`src/rtl/ddr_rd_pkg.sv`:
```
package ddr_rd_pkg;

    localparam int unsigned LAT_W        = 4;
    localparam int unsigned BEATS_PER_CK = 2;
    localparam logic [2:0]  CL_LO        = 3'd3;
    localparam logic [2:0]  CL_HI        = 3'd5;
    localparam logic [2:0]  AL_HI        = 3'd4;

    typedef enum logic [1:0] {
        CMD_NOP,
        CMD_READ,
        CMD_MODE,
        CMD_OTHER
    } cmd_e;

    typedef enum logic [1:0] {
        ST_IDLE,
        ST_LAT,
        ST_DATA
    } seq_st_e;

    typedef struct packed {
        logic [LAT_W-1:0] rl;
        logic             bl8;
    } rd_cfg_t;

    function automatic cmd_e decode_cmd(input logic cs_n, input logic ras_n,
                                        input logic cas_n, input logic we_n);
        if (cs_n)                       return CMD_NOP;
        if (!ras_n && !cas_n && !we_n)  return CMD_MODE;
        if (ras_n && !cas_n && we_n)    return CMD_READ;
        if (ras_n && cas_n && we_n)     return CMD_NOP;
        return CMD_OTHER;
    endfunction

    function automatic logic cl_ok(input logic [2:0] v);
        return (v >= CL_LO) && (v <= CL_HI);
    endfunction

    function automatic logic al_ok(input logic [2:0] v);
        return v <= AL_HI;
    endfunction

endpackage

```
`src/rtl/ddr_mode_regs.sv`:
```
module ddr_mode_regs
    import ddr_rd_pkg::*;
#(
    parameter int unsigned ADDR_W = 6
) (
    input  logic              clk,
    input  logic              rst,
    input  cmd_e              cmd,
    input  logic              ba,
    input  logic [ADDR_W-1:0] addr,
    output rd_cfg_t           cfg,
    output logic [2:0]        cl_val,
    output logic [2:0]        al_val
);

    logic [2:0] cl_q;
    logic [2:0] al_q;
    logic       bl8_q;

    always_ff @(posedge clk) begin
        if (rst) begin
            cl_q  <= CL_LO;
            al_q  <= 3'd0;
            bl8_q <= 1'b0;
        end else if (cmd == CMD_MODE) begin
            if (!ba) begin
                if (cl_ok(addr[2:0])) begin
                    cl_q  <= addr[2:0];
                    bl8_q <= addr[3];
                end
            end else if (al_ok(addr[2:0])) begin
                al_q <= addr[2:0];
            end
        end
    end

    always_comb begin
        cfg.rl  = LAT_W'(cl_q) + LAT_W'(al_q);
        cfg.bl8 = bl8_q;
    end

    assign cl_val = cl_q;
    assign al_val = al_q;

endmodule

```
`src/rtl/ddr_data_store.sv`:
```
module ddr_data_store #(
    parameter int unsigned ADDR_W = 6,
    parameter int unsigned DATA_W = 8,
    parameter int unsigned N_RD   = 2
) (
    input  logic              clk,
    input  logic              ld_en,
    input  logic [ADDR_W-1:0] ld_addr,
    input  logic [DATA_W-1:0] ld_data,
    input  logic [ADDR_W-1:0] rd_addr [N_RD],
    output logic [DATA_W-1:0] rd_data [N_RD]
);

    localparam int unsigned DEPTH = 1 << ADDR_W;

    logic [DATA_W-1:0] cells [DEPTH];

    always_ff @(posedge clk) begin
        if (ld_en) cells[ld_addr] <= ld_data;
    end

    for (genvar p = 0; p < N_RD; p++) begin : g_rd
        assign rd_data[p] = cells[rd_addr[p]];
    end

endmodule

```
`src/rtl/ddr_burst_ctrl.sv`:
```
module ddr_burst_ctrl
    import ddr_rd_pkg::*;
#(
    parameter int unsigned ADDR_W = 6,
    parameter int unsigned DATA_W = 8
) (
    input  logic              clk,
    input  logic              rst,
    input  cmd_e              cmd,
    input  logic [ADDR_W-1:0] addr,
    input  rd_cfg_t           cfg,
    output logic [ADDR_W-1:0] rd_addr [BEATS_PER_CK],
    input  logic [DATA_W-1:0] rd_data [BEATS_PER_CK],
    output logic [DATA_W-1:0] dq_rise,
    output logic [DATA_W-1:0] dq_fall,
    output logic              dq_oe,
    output logic              dqs_oe,
    output logic              dqs_lvl,
    output logic              rd_err,
    output logic              busy
);

    seq_st_e          state;
    logic [LAT_W-1:0] wait_q;
    logic [1:0]       pair_q;
    logic [ADDR_W-1:0] start_q;
    logic             bl8_q;
    logic [1:0]       last_pair;

    function automatic logic [ADDR_W-1:0] beat_col(input logic [ADDR_W-1:0] base,
                                                   input logic [2:0] beat,
                                                   input logic long_b);
        logic [ADDR_W-1:0] c;
        c = base;
        if (long_b) c[2:0] = base[2:0] + beat;
        else        c[1:0] = base[1:0] + beat[1:0];
        return c;
    endfunction

    assign last_pair = bl8_q ? 2'd3 : 2'd1;
    assign busy      = (state != ST_IDLE);

    for (genvar b = 0; b < BEATS_PER_CK; b++) begin : g_addr
        assign rd_addr[b] = beat_col(start_q, {pair_q, 1'(b)}, bl8_q);
    end

    always_ff @(posedge clk) begin
        if (rst) begin
            state   <= ST_IDLE;
            wait_q  <= '0;
            pair_q  <= '0;
            start_q <= '0;
            bl8_q   <= 1'b0;
            dq_rise <= '0;
            dq_fall <= '0;
            dq_oe   <= 1'b0;
            dqs_oe  <= 1'b0;
            dqs_lvl <= 1'b0;
            rd_err  <= 1'b0;
        end else begin
            dq_rise <= '0;
            dq_fall <= '0;
            dq_oe   <= 1'b0;
            dqs_oe  <= 1'b0;
            dqs_lvl <= 1'b0;
            rd_err  <= (cmd == CMD_READ) && (state != ST_IDLE);
            case (state)
                ST_IDLE: begin
                    if (cmd == CMD_READ) begin
                        state   <= ST_LAT;
                        wait_q  <= cfg.rl - LAT_W'(1);
                        start_q <= addr;
                        bl8_q   <= cfg.bl8;
                    end
                end
                ST_LAT: begin
                    if (wait_q == LAT_W'(1)) begin
                        dqs_oe <= 1'b1;
                        pair_q <= '0;
                        state  <= ST_DATA;
                    end else begin
                        wait_q <= wait_q - LAT_W'(1);
                    end
                end
                ST_DATA: begin
                    dq_rise <= rd_data[0];
                    dq_fall <= rd_data[1];
                    dq_oe   <= 1'b1;
                    dqs_oe  <= 1'b1;
                    dqs_lvl <= 1'b1;
                    pair_q  <= pair_q + 2'd1;
                    if (pair_q == last_pair) state <= ST_IDLE;
                end
                default: state <= ST_IDLE;
            endcase
        end
    end

endmodule

```
`src/rtl/ddr_rd_seq.sv`:
```
module ddr_rd_seq
    import ddr_rd_pkg::*;
#(
    parameter int unsigned COL_W = 6,
    parameter int unsigned DQ_W  = 8
) (
    input  logic             clk,
    input  logic             rst,
    input  logic             cs_n,
    input  logic             ras_n,
    input  logic             cas_n,
    input  logic             we_n,
    input  logic             ba,
    input  logic [COL_W-1:0] addr,
    input  logic             ld_en,
    input  logic [COL_W-1:0] ld_addr,
    input  logic [DQ_W-1:0]  ld_data,
    output logic [DQ_W-1:0]  dq_rise,
    output logic [DQ_W-1:0]  dq_fall,
    output logic             dq_oe,
    output logic             dqs_oe,
    output logic             dqs_lvl,
    output logic             rd_err
);

    cmd_e             cmd;
    rd_cfg_t          cfg;
    logic [2:0]       cl_w;
    logic [2:0]       al_w;
    logic             busy_w;
    logic [COL_W-1:0] col_w [BEATS_PER_CK];
    logic [DQ_W-1:0]  word_w [BEATS_PER_CK];

    always_comb cmd = decode_cmd(cs_n, ras_n, cas_n, we_n);

    ddr_mode_regs #(.ADDR_W(COL_W)) u_mode (
        .clk    (clk),
        .rst    (rst),
        .cmd    (cmd),
        .ba     (ba),
        .addr   (addr),
        .cfg    (cfg),
        .cl_val (cl_w),
        .al_val (al_w)
    );

    ddr_data_store #(.ADDR_W(COL_W), .DATA_W(DQ_W), .N_RD(BEATS_PER_CK)) u_store (
        .clk     (clk),
        .ld_en   (ld_en),
        .ld_addr (ld_addr),
        .ld_data (ld_data),
        .rd_addr (col_w),
        .rd_data (word_w)
    );

    ddr_burst_ctrl #(.ADDR_W(COL_W), .DATA_W(DQ_W)) u_ctrl (
        .clk     (clk),
        .rst     (rst),
        .cmd     (cmd),
        .addr    (addr),
        .cfg     (cfg),
        .rd_addr (col_w),
        .rd_data (word_w),
        .dq_rise (dq_rise),
        .dq_fall (dq_fall),
        .dq_oe   (dq_oe),
        .dqs_oe  (dqs_oe),
        .dqs_lvl (dqs_lvl),
        .rd_err  (rd_err),
        .busy    (busy_w)
    );

endmodule

```
`config.mk`:
```
export PLATFORM = sky130hd
export DESIGN_NAME = ddr_rd_seq
export DESIGN_NICKNAME = d
export VERILOG_FILES = /design/src/rtl/ddr_rd_pkg.sv /design/src/rtl/ddr_mode_regs.sv /design/src/rtl/ddr_data_store.sv /design/src/rtl/ddr_burst_ctrl.sv /design/src/rtl/ddr_rd_seq.sv
export SDC_FILE = /design/constraint.sdc
export NUM_CORES = 1
export LEC_CHECK = 0
export ABC_CLOCK_PERIOD_IN_PS = 4500
export BUFFER_PORTS_ARGS = -buffer_cell sky130_fd_sc_hd__buf_2
export CAP_MARGIN = 20
export CORE_MARGIN = 2
export CORE_UTILIZATION = 51
export CTS_BUF_LIST = sky130_fd_sc_hd__clkbuf_4
export CTS_CLUSTER_SIZE = 28
export DETAILED_ROUTE_END_ITERATION = 8
export PLACE_DENSITY = 0.67
export SLEW_MARGIN = 20
export SYNTH_ARGS = -nofsm -noshare
export SYNTH_HDL_FRONTEND = slang
export SYNTH_SLANG_ARGS = --single-unit
```
`constraint.sdc`:
```
create_clock -name clk -period 4.5 [get_ports clk]
set_input_delay 0 -clock clk [delete_from_list [all_inputs] [get_ports clk]]
set_output_delay 0 -clock clk [all_outputs]
set_load 0.05 [all_outputs]
```
# Yosys cells after proc, flatten, opt, wreduce, memory -nomap -nowiden
# Memory sizes are Yosys's and may differ from the RTL's. A register that Yosys moved wholly into a read port is not among the register bits.
# Cells that the tools add are included.
dict set report classes {
  n_addsub 8
  order_cmp 3
  eq_ne 10
  mux 37
  bitwise 2
  n_reduce_logical 22
}
# operator n
set ops {}
lappend ops {{$mux 2} 15}
lappend ops {{$mux 1} 16}
lappend ops {{$reduce_and 3->1} 4}
lappend ops {{$logic_and 1x1->1} 8}
lappend ops {{$mux 4} 2}
lappend ops {{$pmux 4 s2} 1}
lappend ops {{$sub 4x1->4 const B} 2}
lappend ops {{$add 3x3->3} 2}
lappend ops {{$le 3x3->1 const B} 2}
lappend ops {{$ne 2x1->1 const B} 3}
lappend ops {{$pmux 2 s3} 1}
lappend ops {{$reduce_bool 2->1} 3}
lappend ops {{$add 2x2->2} 2}
lappend ops {{$add 3x3->4} 1}
lappend ops {{$eq 2x1->1 const B} 2}
lappend ops {{$eq 2x2->1 const B} 2}
lappend ops {{$eq 4x1->1 const B} 1}
lappend ops {{$pmux 2 s2} 1}
lappend ops {{$reduce_and 2->1} 2}
lappend ops {{$ge 3x2->1 const B} 1}
lappend ops {{$logic_not 1->1} 3}
lappend ops {{$add 2x1->2 const B} 1}
lappend ops {{$eq 2x2->1} 1}
lappend ops {{$logic_not 2->1} 1}
lappend ops {{4 further kinds} 5}
dict set report totals {
  regBits 25
  mem_bits_rw 512
  inputBits 28
  out_inout_bits 20
  word_cells 94
  memories 1
}
# memory depth width read_ports rd_ports_with_merged_regs wr line
set memory_table {}
lappend memory_table {u_store.cells 64 8 2 2 1 ddr_data_store.sv:16} ;# logic [DATA_W-1:0] cells [DEPTH];

# Logic depth before layout (Yosys ltp)
# Gate-level depths: netlist (run 1).
dict set report depth {
  word_depth 17
  mapped_depth 14
  ltp_nobuf 8
}

# Hierarchy
# A second synthesis (run 1) with hierarchy kept.
dict set report hier_totals {
  hier_cells 1399
  hier_area_um2 25962.4
}
# module instances cells_per_inst area_per_inst_um2 seq_area_each_um2
set by_module_without_submodules {}
lappend by_module_without_submodules {ddr_data_store 1 1195 23954.2 15374.7}
lappend by_module_without_submodules {ddr_burst_ctrl 1 152 1531.5 680.7}
lappend by_module_without_submodules {ddr_mode_regs 1 48 455.4 140.1}
lappend by_module_without_submodules {ddr_rd_seq 1 4 21.3 0.0}

# Worst setup path before layout (run 1)
# OpenSTA, ideal clock, no wires.
dict set report synth_timing {
  path_kind {register -> register}
  startpoint {reg u_ctrl.start_q[0]}
  endpoint {reg u_ctrl.dq_fall[1], read port of u_store.cells}
  setup_ns 0.134
  t_arrival_ns 3.303
  required_ns 4.366
  slack_ns 1.063
  path_stages_with_launch 13
  path_buffers 6
  period_less_slack_ns 3.437
  cell_sequence {dfxtp_1 buf_2 buf_4 buf_4 buf_2 inv_1 fa_1 clkbuf_1 clkbuf_1 mux4_2 mux4_2 nand3_1 o211ai_1}
}
dict set report synth_between {
  elab_chain_cells 2
  elab_cells_between_ends 4
  cone_classes {2 x add/sub; 2 x mux}
}
# item line
set synth_rtl {}
lappend synth_rtl {{start, declared} ddr_burst_ctrl.sv:26} ;# logic [ADDR_W-1:0] start_q;
lappend synth_rtl {{start signal, assigned} ddr_burst_ctrl.sv:72} ;# start_q <= addr;
lappend synth_rtl {{$add 3x3->3 or $add 2x2->2 (tied branches)} {ddr_burst_ctrl.sv:35, ddr_burst_ctrl.sv:36}}
lappend synth_rtl {{$mux 2 or $mux 1 (tied branches)} ddr_burst_ctrl.sv:35} ;# if (long_b) c[2:0] = base[2:0] + beat;
lappend synth_rtl {{end, declared} ddr_burst_ctrl.sv:15} ;# output logic [DATA_W-1:0] dq_fall,
# Several ways; a longest one is shown, not always the timed one.
# A chain may end at the register's enable or synchronous reset.

# Final worst setup path (run 1)
dict set report layout_timing {
  startpoint {reg u_ctrl.pair_q[0]}
  endpoint {reg u_ctrl.dq_fall[5], read port of u_store.cells}
}
dict set report layout_between {
  elab_chain_cells 2
  elab_cells_between_ends 4
  cone_classes {2 x add/sub; 2 x mux}
}
# item line
set layout_rtl {}
lappend layout_rtl {{start, declared} ddr_burst_ctrl.sv:25} ;# logic [1:0] pair_q;
lappend layout_rtl {{start signal, assigned} ddr_burst_ctrl.sv:91} ;# pair_q <= pair_q + 2'd1;
lappend layout_rtl {{$add 3x3->3 or $add 2x2->2 (tied branches)} {ddr_burst_ctrl.sv:35, ddr_burst_ctrl.sv:36}}
lappend layout_rtl {{$mux 2 or $mux 1 (tied branches)} ddr_burst_ctrl.sv:35}
# Several ways; a longest one is shown, not always the timed one.

==> flow_summary_export.csv, run 1 <==
group,metric,value,unit
placed_design,dp_slack,1.28,ns
clocking,cts_resized,0,
hold_path,min_path_type,"input port to register",
die,ioPinCount,48,
detailed_routing,ant_nets,0,
clocking,worstSkewPairLatency,1.02,ns
die,num_rows,82,
detailed_routing,drtIter0Drc,2453,
die,die_x,230,µm
clocking,numCtsBuffers,146,
detailed_routing,vias_per_cell,6.66,
timing,worst_pin_slew,1.18,ns
synthesis,yosysTopAreaCell,"edfxtp_1",
synthesis,synth_edf_count,512,
detailed_routing,drcViolationCount,0,
timing,fin_skew,0.0464,ns
timing,post-route-period-util,71.7,%
clocking,cts_root_buffer,"clkbuf_4",
worst_setup_path,rr_worst_depth,8,
die,die_area,0.0528,mm²
job,max_cap_violations,0,
clocking,clk_transition_reported_paths,0.06,ns
synthesis,synthXorXnorAreaFrac,0.226,%
synthesis,synthAdderAreaFrac,0.636,%
die,initial_core_util,51.7,%
worst_setup_path,endpoint,"u_ctrl.dq_fall[5]",
synthesis,ys_warn_count,0,
synthesis,synth_top_area_share,59.2,%
clocking,cts_sinks,553,
global_routing,grt_max_degree,116,
worst_setup_path,critical_path.max_fanout,37,
global_routing,grt_pass1_vias,15900,
worst_setup_path,startpoint_type,"register",
synthesis,syn-cell-area,0.0260,mm²
global_routing,grt_pass1_wl,104000,µm
clocking,clockBufferDepth,3,
clocking,h-tree-depth,4,
die,die_h,230,µm
worst_setup_path,r2r_end,"u_ctrl.dq_fall[5]",
pwr,ir_worst_vdd,0.228,mV
detailed_routing,vias,16000,
synthesis,synth-async-reset-ratio,0,%
cells_and_area,layout-drive-gt1-share,36.8,%
synthesis,synth_ff_type,"edfxtp_1",
worst_setup_path,cp.required,5.36,ns
timing,slew_viol_final,0,
synthesis,ys_seq_area_share,62.3,%
worst_setup_path,ff2ff_setup_slack,1.27,ns
cells_and_area,fin_nets,1646,
clocking,cts_hold_buf,65,
worst_setup_path,crit_start,"u_ctrl.pair_q[0]",
pwr,p_leak,9.20,nW
detailed_routing,firstDrtPassIters,8,
worst_setup_path,worst-setup-path-type,"register to register",
worst_setup_path,rr_startpoint,"u_ctrl.pair_q[0]",
timing,fin_tns_setup,0,ns
placed_design,dp_hpwl,43400,µm
pwr,p_per_area,363,mW/mm²
timing,max_clock_freq,310,MHz
cells_and_area,synthToLayoutAreaGrowth,13.3,%
placed_design,gp_congestion,0.902,
synthesis,synth_top_family_by_area,"multiplexers",
synthesis,synth_cell_type_count,54,
synthesis,synth_compound_area_share,3.50,%
placed_design,portBuffers,47,
timing,relSlewSlack,21.1,%
timing,grt_setup_unrepaired,"false",
synthesis,syn_area_per_cell,18.3,µm²
synthesis,yosys.area_share.simple,5.27,%
cells_and_area,final_cell_mix,"edfxtp_1, mux4_2, clkbuf_4",
run_status,status,"finished clean",
detailed_routing,wl_per_cell,29.5,µm
clocking,cts_tree,"done",
timing,fin_ws,1.27,ns
cells_and_area,final_common_cell,"edfxtp_1",
global_routing,overflow,0,
detailed_routing,wl,70700,µm
cells_and_area,fillers,3770,
synthesis,synth_mux_area_share,25.5,%
timing,setup-violations-final,0,
timing,fin_crit,3.23,ns
worst_setup_path,worstPathArrival,4.09,ns
global_routing,groute.usage.overall,27.6,%
worst_setup_path,end_kind,"register",
clocking,post_cts_buffers,0,
synthesis,synth_nets,1463,
synthesis,syn-instance-count,1423,
synthesis,synth_area_leaders,"edfxtp_1, mux4_2, dfxtp_1",
die,core,0.0503,mm²
global_routing,antenna_found_initial,6,
synthesis,ys_ff_latch,553,
timing,hold_violations,0,
power by group:
group          switching, mW  total (mW)  internal (mW)
clock                   2.06        4.45           2.39
combinational          0.350       0.584          0.234
sequential            0.0175        5.66           5.65
total                   2.43        10.7           8.27
worst max-delay path, cell delays in order, from the launching register on:
cell     delay (ns)
dfxtp_1        0.41
inv_1          0.14
fa_4           0.46
xor2_2         0.19
or3_1          0.44
nand2_8        0.37
mux4_2         0.61
mux2i_1        0.30
o22ai_1        0.11
layout make-up:
type | count | area, µm² | share of cell area, %
Sequential cell | 553 | 16200 | 55.0
Tap cell | 672 | 841 | 2.85
Multi-Input combinational cell | 739 | 9200 | 31.2
Clock inverter | 44 | 285 | 0.969
Antenna cell | 9 | 22.5 | 0.0765
Inverter | 22 | 82.6 | 0.280
Timing Repair Buffer | 144 | 1230 | 4.17
Clock buffer | 212 | 1590 | 5.40
logic make-up (layout without fill, tap and decap cells):
group / after synthesis / in the layout
AO/OA/AOI/OAI: 147 / 147
other: 0 / 9
multiplexers: 300 / 300
AND/OR/NAND/NOR: 275 / 275
buffers and inverters: 131 / 422
adder cells (fa/ha/maj): 12 / 12
XOR/XNOR: 5 / 5
flip-flops: 553 / 553
worst min-delay path by stage:
stage,from,end,slack [ns],cells after the start
after floorplan,ld_data[0],u_store.cells[0][0],0.1,0
after global placement,addr[3],u_mode.bl8_q,0.26,3
after detailed placement,addr[4],u_ctrl.start_q[4],0.28,3
after CTS,addr[2],u_mode.cl_val[1],0.02,5
after global routing,ld_data[0],u_store.cells[25][0],0.12,2
final,addr[2],u_mode.cl_val[1],0.12,5
cell usage after synthesis, drive strengths merged (4+ instances only):
cell and n:
a211oi 10, a21oi 42, a22oi 10, a31oi 22, a32oi 4, and3 6, buf 58, clkbuf 51
dfxtp 41, edfxtp 512, ha 10, inv 22, mux2 5, mux2i 5, mux4 290, nand2 25
nand2b 5, nand3 58, nand4 5, nor2 101, nor2b 7, nor3 21, nor4 21, o211ai 13
o21ai 33, o221ai 4, or3 9, or4 5
flip-flops by register name (all words and copies together) (netlist names):
signal and flops:
u_ctrl.wait_q 4, u_ctrl.dq_fall 8, u_ctrl.state 2, u_ctrl.dqs_oe 1, u_ctrl.rd_err 1, u_mode.cl_val 3, u_ctrl.dqs_lvl 1, u_ctrl.pair_q 2
u_mode.al_val 3, u_store.cells 512, u_ctrl.dq_rise 8, u_mode.bl8_q 1, u_ctrl.bl8_q 1, u_ctrl.start_q 6
per-layer routing:
layer  up-vias  share of wire (%)  track usage [%]
met5         -                  0                0
met2      1073                 48             42.2
li1       6494                  -                -
met3       190                 11             7.58
met4         0                4.3             14.2
met1      8193                 37             36.6
metrics by stage:
step                util [%]  power, mW  instance area [µm²]  hold WS (ns)  std cells
finish                  58.6       10.7                29500         0.116       2395
global route            58.6       11.1                29400         0.120       2389
CTS                     58.5       10.8                29400        0.0229       2385
detailed placement      53.4       6.32                26900         0.279       2064
global placement        53.4       6.31                26900         0.256       2064
floorplan                  -       6.09                26000        0.0989       1423
Note: power is estimated with default switching activity, not from simulation.
==> run 2, diff against run 1 <==
--- a/config.mk
+++ b/config.mk
@@ -5,7 +5,7 @@
 export SDC_FILE = /design/constraint.sdc
 export NUM_CORES = 1
 export LEC_CHECK = 0
-export ABC_CLOCK_PERIOD_IN_PS = 4500
+export ABC_CLOCK_PERIOD_IN_PS = 2750
 export BUFFER_PORTS_ARGS = -buffer_cell sky130_fd_sc_hd__buf_2
 export CAP_MARGIN = 20
 export CORE_MARGIN = 2
@@ -13,7 +13,7 @@
 export CTS_BUF_LIST = sky130_fd_sc_hd__clkbuf_4
 export CTS_CLUSTER_SIZE = 28
 export DETAILED_ROUTE_END_ITERATION = 8
-export PLACE_DENSITY = 0.67
+export PLACE_DENSITY = 0.69
 export SLEW_MARGIN = 20
 export SYNTH_ARGS = -nofsm -noshare
 export SYNTH_HDL_FRONTEND = slang
==> constraint.sdc (replaced) <==
create_clock -name clk -period 2.75 [get_ports clk]
set_input_delay 0 -clock clk [delete_from_list [all_inputs] [get_ports clk]]
set_output_delay 0 -clock clk [all_outputs]
set_load 0.05 [all_outputs]
==> run 2 against run 1 <==
  * The flow now finishes with violations (negative setup slack)
  * First-iteration DRC count grew 6.8%
  * Sequential power grew 64%
  * Via count grew 9.5%
  * Sequential share of layout area shrank 4.7 points
  * Count of clock-buffer cells in the layout shrank 11
  * Hold slack lost 0.048 ns
  * Critical path type unchanged
  * Critical endpoint is now u_ctrl.dq_fall[1]
  * Highest routed layer unchanged
==> flow_summary_export.csv, run 2 (same netlist as run 1, synthesis figures left out) <==
group,metric,value,unit
worst_setup_path,r2r_end,"u_ctrl.dq_fall[1]",
cells_and_area,largest_register_ff_count,512,
cells_and_area,synthToLayoutAreaGrowth,24.0,%
worst_setup_path,crit_start,"u_ctrl.start_q[1]",
die,num_rows,82,
global_routing,antenna_found_initial,1,
die,initial_core_util,51.7,%
detailed_routing,wl_per_cell,30.5,µm
cells_and_area,final_cell_mix,"edfxtp_1, mux4_2, clkbuf_4",
cells_and_area,final_area,0.0322,mm²
timing,post-route-period-util,108,%
clocking,worstSkewPairLatency,1.01,ns
cells_and_area,layout-drive-gt1-share,45.2,%
timing,fin_skew,0.0556,ns
timing,grt_setup_unrepaired,"true",
detailed_routing,firstDrtPassIters,8,
placed_design,dpl_cell_area,0.0282,mm²
worst_setup_path,worst-setup-path-type,"register to register",
global_routing,grt_pass1_vias,17300,
detailed_routing,drcViolationCount,0,
timing,slew_viol_final,0,
worst_setup_path,rr_startpoint,"u_ctrl.start_q[1]",
timing,relSlewSlack,39.1,%
global_routing,grt_max_degree,92,
cells_and_area,fin_nets,1881,
placed_design,gp_congestion,0.963,
worst_setup_path,slowest_stage,"fa_4",
global_routing,overflow,0,
pwr,p_per_area,550,mW/mm²
cells_and_area,regMostFlops,"u_store.cells",
worst_setup_path,startpoint_type,"register",
timing,setup-violations-final,14,
worst_setup_path,cp_num_cells,9,
cells_and_area,final_common_cell,"edfxtp_1",
detailed_routing,dr_wl_met2,37800,µm
worst_setup_path,critical_path.max_fanout,8,
detailed_routing,top_layer,"met4",
clocking,h-tree-depth,4,
run_status,status,"finished, violations left",
placed_design,portBuffers,47,
clocking,cts_root_buffer,"clkbuf_4",
worst_setup_path,path_buf_inv,4,
die,die_h,230,µm
clocking,cts_sinks,553,
worst_setup_path,critPathTopFamily,"multiplexers",
detailed_routing,vias,17500,
worst_setup_path,path_cells,"inv_2 -> fa_4 -> buf_12 -> buf_12 -> buf_16 -> mux4_2 -> mux4_2 -> nand3_2 -> o211ai_1",
worst_setup_path,endpoint,"u_ctrl.dq_fall[1]",
detailed_routing,vias_per_cell,6.68,
worst_setup_path,end_kind,"register",
worst_setup_path,cp.required,3.64,ns
worst_setup_path,worstPathArrival,3.86,ns
worst_setup_path,critPathMaxStageDelay,0.83,ns
job,max_cap_violations,0,
hold_path,min_path_type,"input port to register",
hold_path,min_path_cells,3,
timing,fin_crit,2.98,ns
detailed_routing,met1_length,28300,µm
die,ioPinCount,48,
detailed_routing,wl_met3,9660,µm
pwr,ir_worst_vdd,0.358,mV
die,core,0.0503,mm²
timing,fin_ws,-0.225,ns
detailed_routing,wl,79600,µm
placed_design,dp_hpwl,48800,µm
clocking,cts_tree,"done",
global_routing,grt_pass1_wl,114000,µm
clocking,clockBufferDepth,3,
run_status,violations,"negative setup slack",
timing,worst_pin_slew,0.910,ns
detailed_routing,drtIter0Drc,2619,
timing,fin_tns_setup,-1.99,ns
global_routing,groute.usage.overall,30.2,%
timing,max_clock_freq,336,MHz
die,die_area,0.0528,mm²
worst_setup_path,rr_worst_depth,9,
cells_and_area,reg_top3,"u_store.cells: 512 flops, u_ctrl.dq_fall: 8 flops, u_ctrl.dq_rise: 8 flops",
detailed_routing,ant_nets,0,
clocking,numCtsBuffers,144,
worst_setup_path,ff2ff_setup_slack,-0.23,ns
pwr,p_leak,10.7,nW
clocking,clk_transition_reported_paths,0.07,ns
die,die_x,230,µm
timing,hold_violations,0,
## run 2: cell count changes in the layout (fill, tap and decap cells not counted), moves of 9 or more
cell / previous run / this run
buf_12: 7 / 38
buf_16: 0 / 10
buf_4: 28 / 181
clkbuf_4: 212 / 201
dlygate4sd3_1: 65 / 88
nand3_1: 58 / 47
nand3_2: 0 / 11
nor2_1: 90 / 99
nor2_2: 11 / 2
nor4_1: 21 / 12
## run 2: cell type report
class                           count  area (µm²)
Fill cell                        3481       18000
Sequential cell                   553       16200
Multi-Input combinational cell    740        9480
Timing Repair Buffer              380        3810
Clock buffer                      201        1510
Tap cell                          672         841
Clock inverter                     44         307
Inverter                           22        82.6
Antenna cell                        1        2.50
## run 2: stage by stage
| stage | instances | setup slack, ns | util [%] | power [mW] | hold WS (ns) |
|---|---|---|---|---|---|
| 2_1_floorplan | 1423 | -0.214 | - | 9.97 | 0.0989 |
| 3_3_place_gp | 2222 | -0.282 | 56.2 | 10.4 | 0.300 |
| 4_1_cts | 2587 | -0.187 | 62.9 | 17.7 | 0.0152 |
| 5_1_grt | 2613 | -0.273 | 64.1 | 18.4 | 0.0469 |
| 6_report | 2613 | -0.225 | 64.1 | 17.7 | 0.0677 |
| 3_5_place_dp | 2222 | -0.303 | 56.2 | 10.4 | 0.297 |
## run 2: worst min-delay path, cell delays in order
cell and delay [ns]:
dlygate4sd3_1 0.54, buf_2 0.22, nor3_1 0.13
## run 2: how the worst min path moves through the flow
stage	from	endpoint
2_1_floorplan	ld_data[0]	u_store.cells[0][0]
3_3_place_gp	addr[0]	u_mode.cl_val[0]
3_5_place_dp	addr[5]	u_ctrl.start_q[5]
4_1_cts	ld_addr[0]	u_store.cells[32][1]
5_1_grt	ld_data[4]	u_store.cells[15][4]
6_report	ld_addr[0]	u_store.cells[32][1]
## run 2: routing by layer
layer	global-route usage [%]	up-vias
met5	0	-
met4	14.8	0
met3	9.05	244
met2	46.2	1330
met1	40.0	8907
li1	-	6980
## run 2: power breakdown
group,switching [mW],internal (mW)
clock,3.41,3.83
sequential,0.0307,9.24
combinational,0.663,0.554
## run 2: timing repair
action / in CTS / in global routing
hold buffers: 88 / 0
cloned: 8 / 6
pin swaps: 11 / 27
gates resized for setup: 41 / 55
setup buffers: 28 / 23
endpoints found under the setup margin: 10 / 27
hold endpoints to repair: 1053 / 0
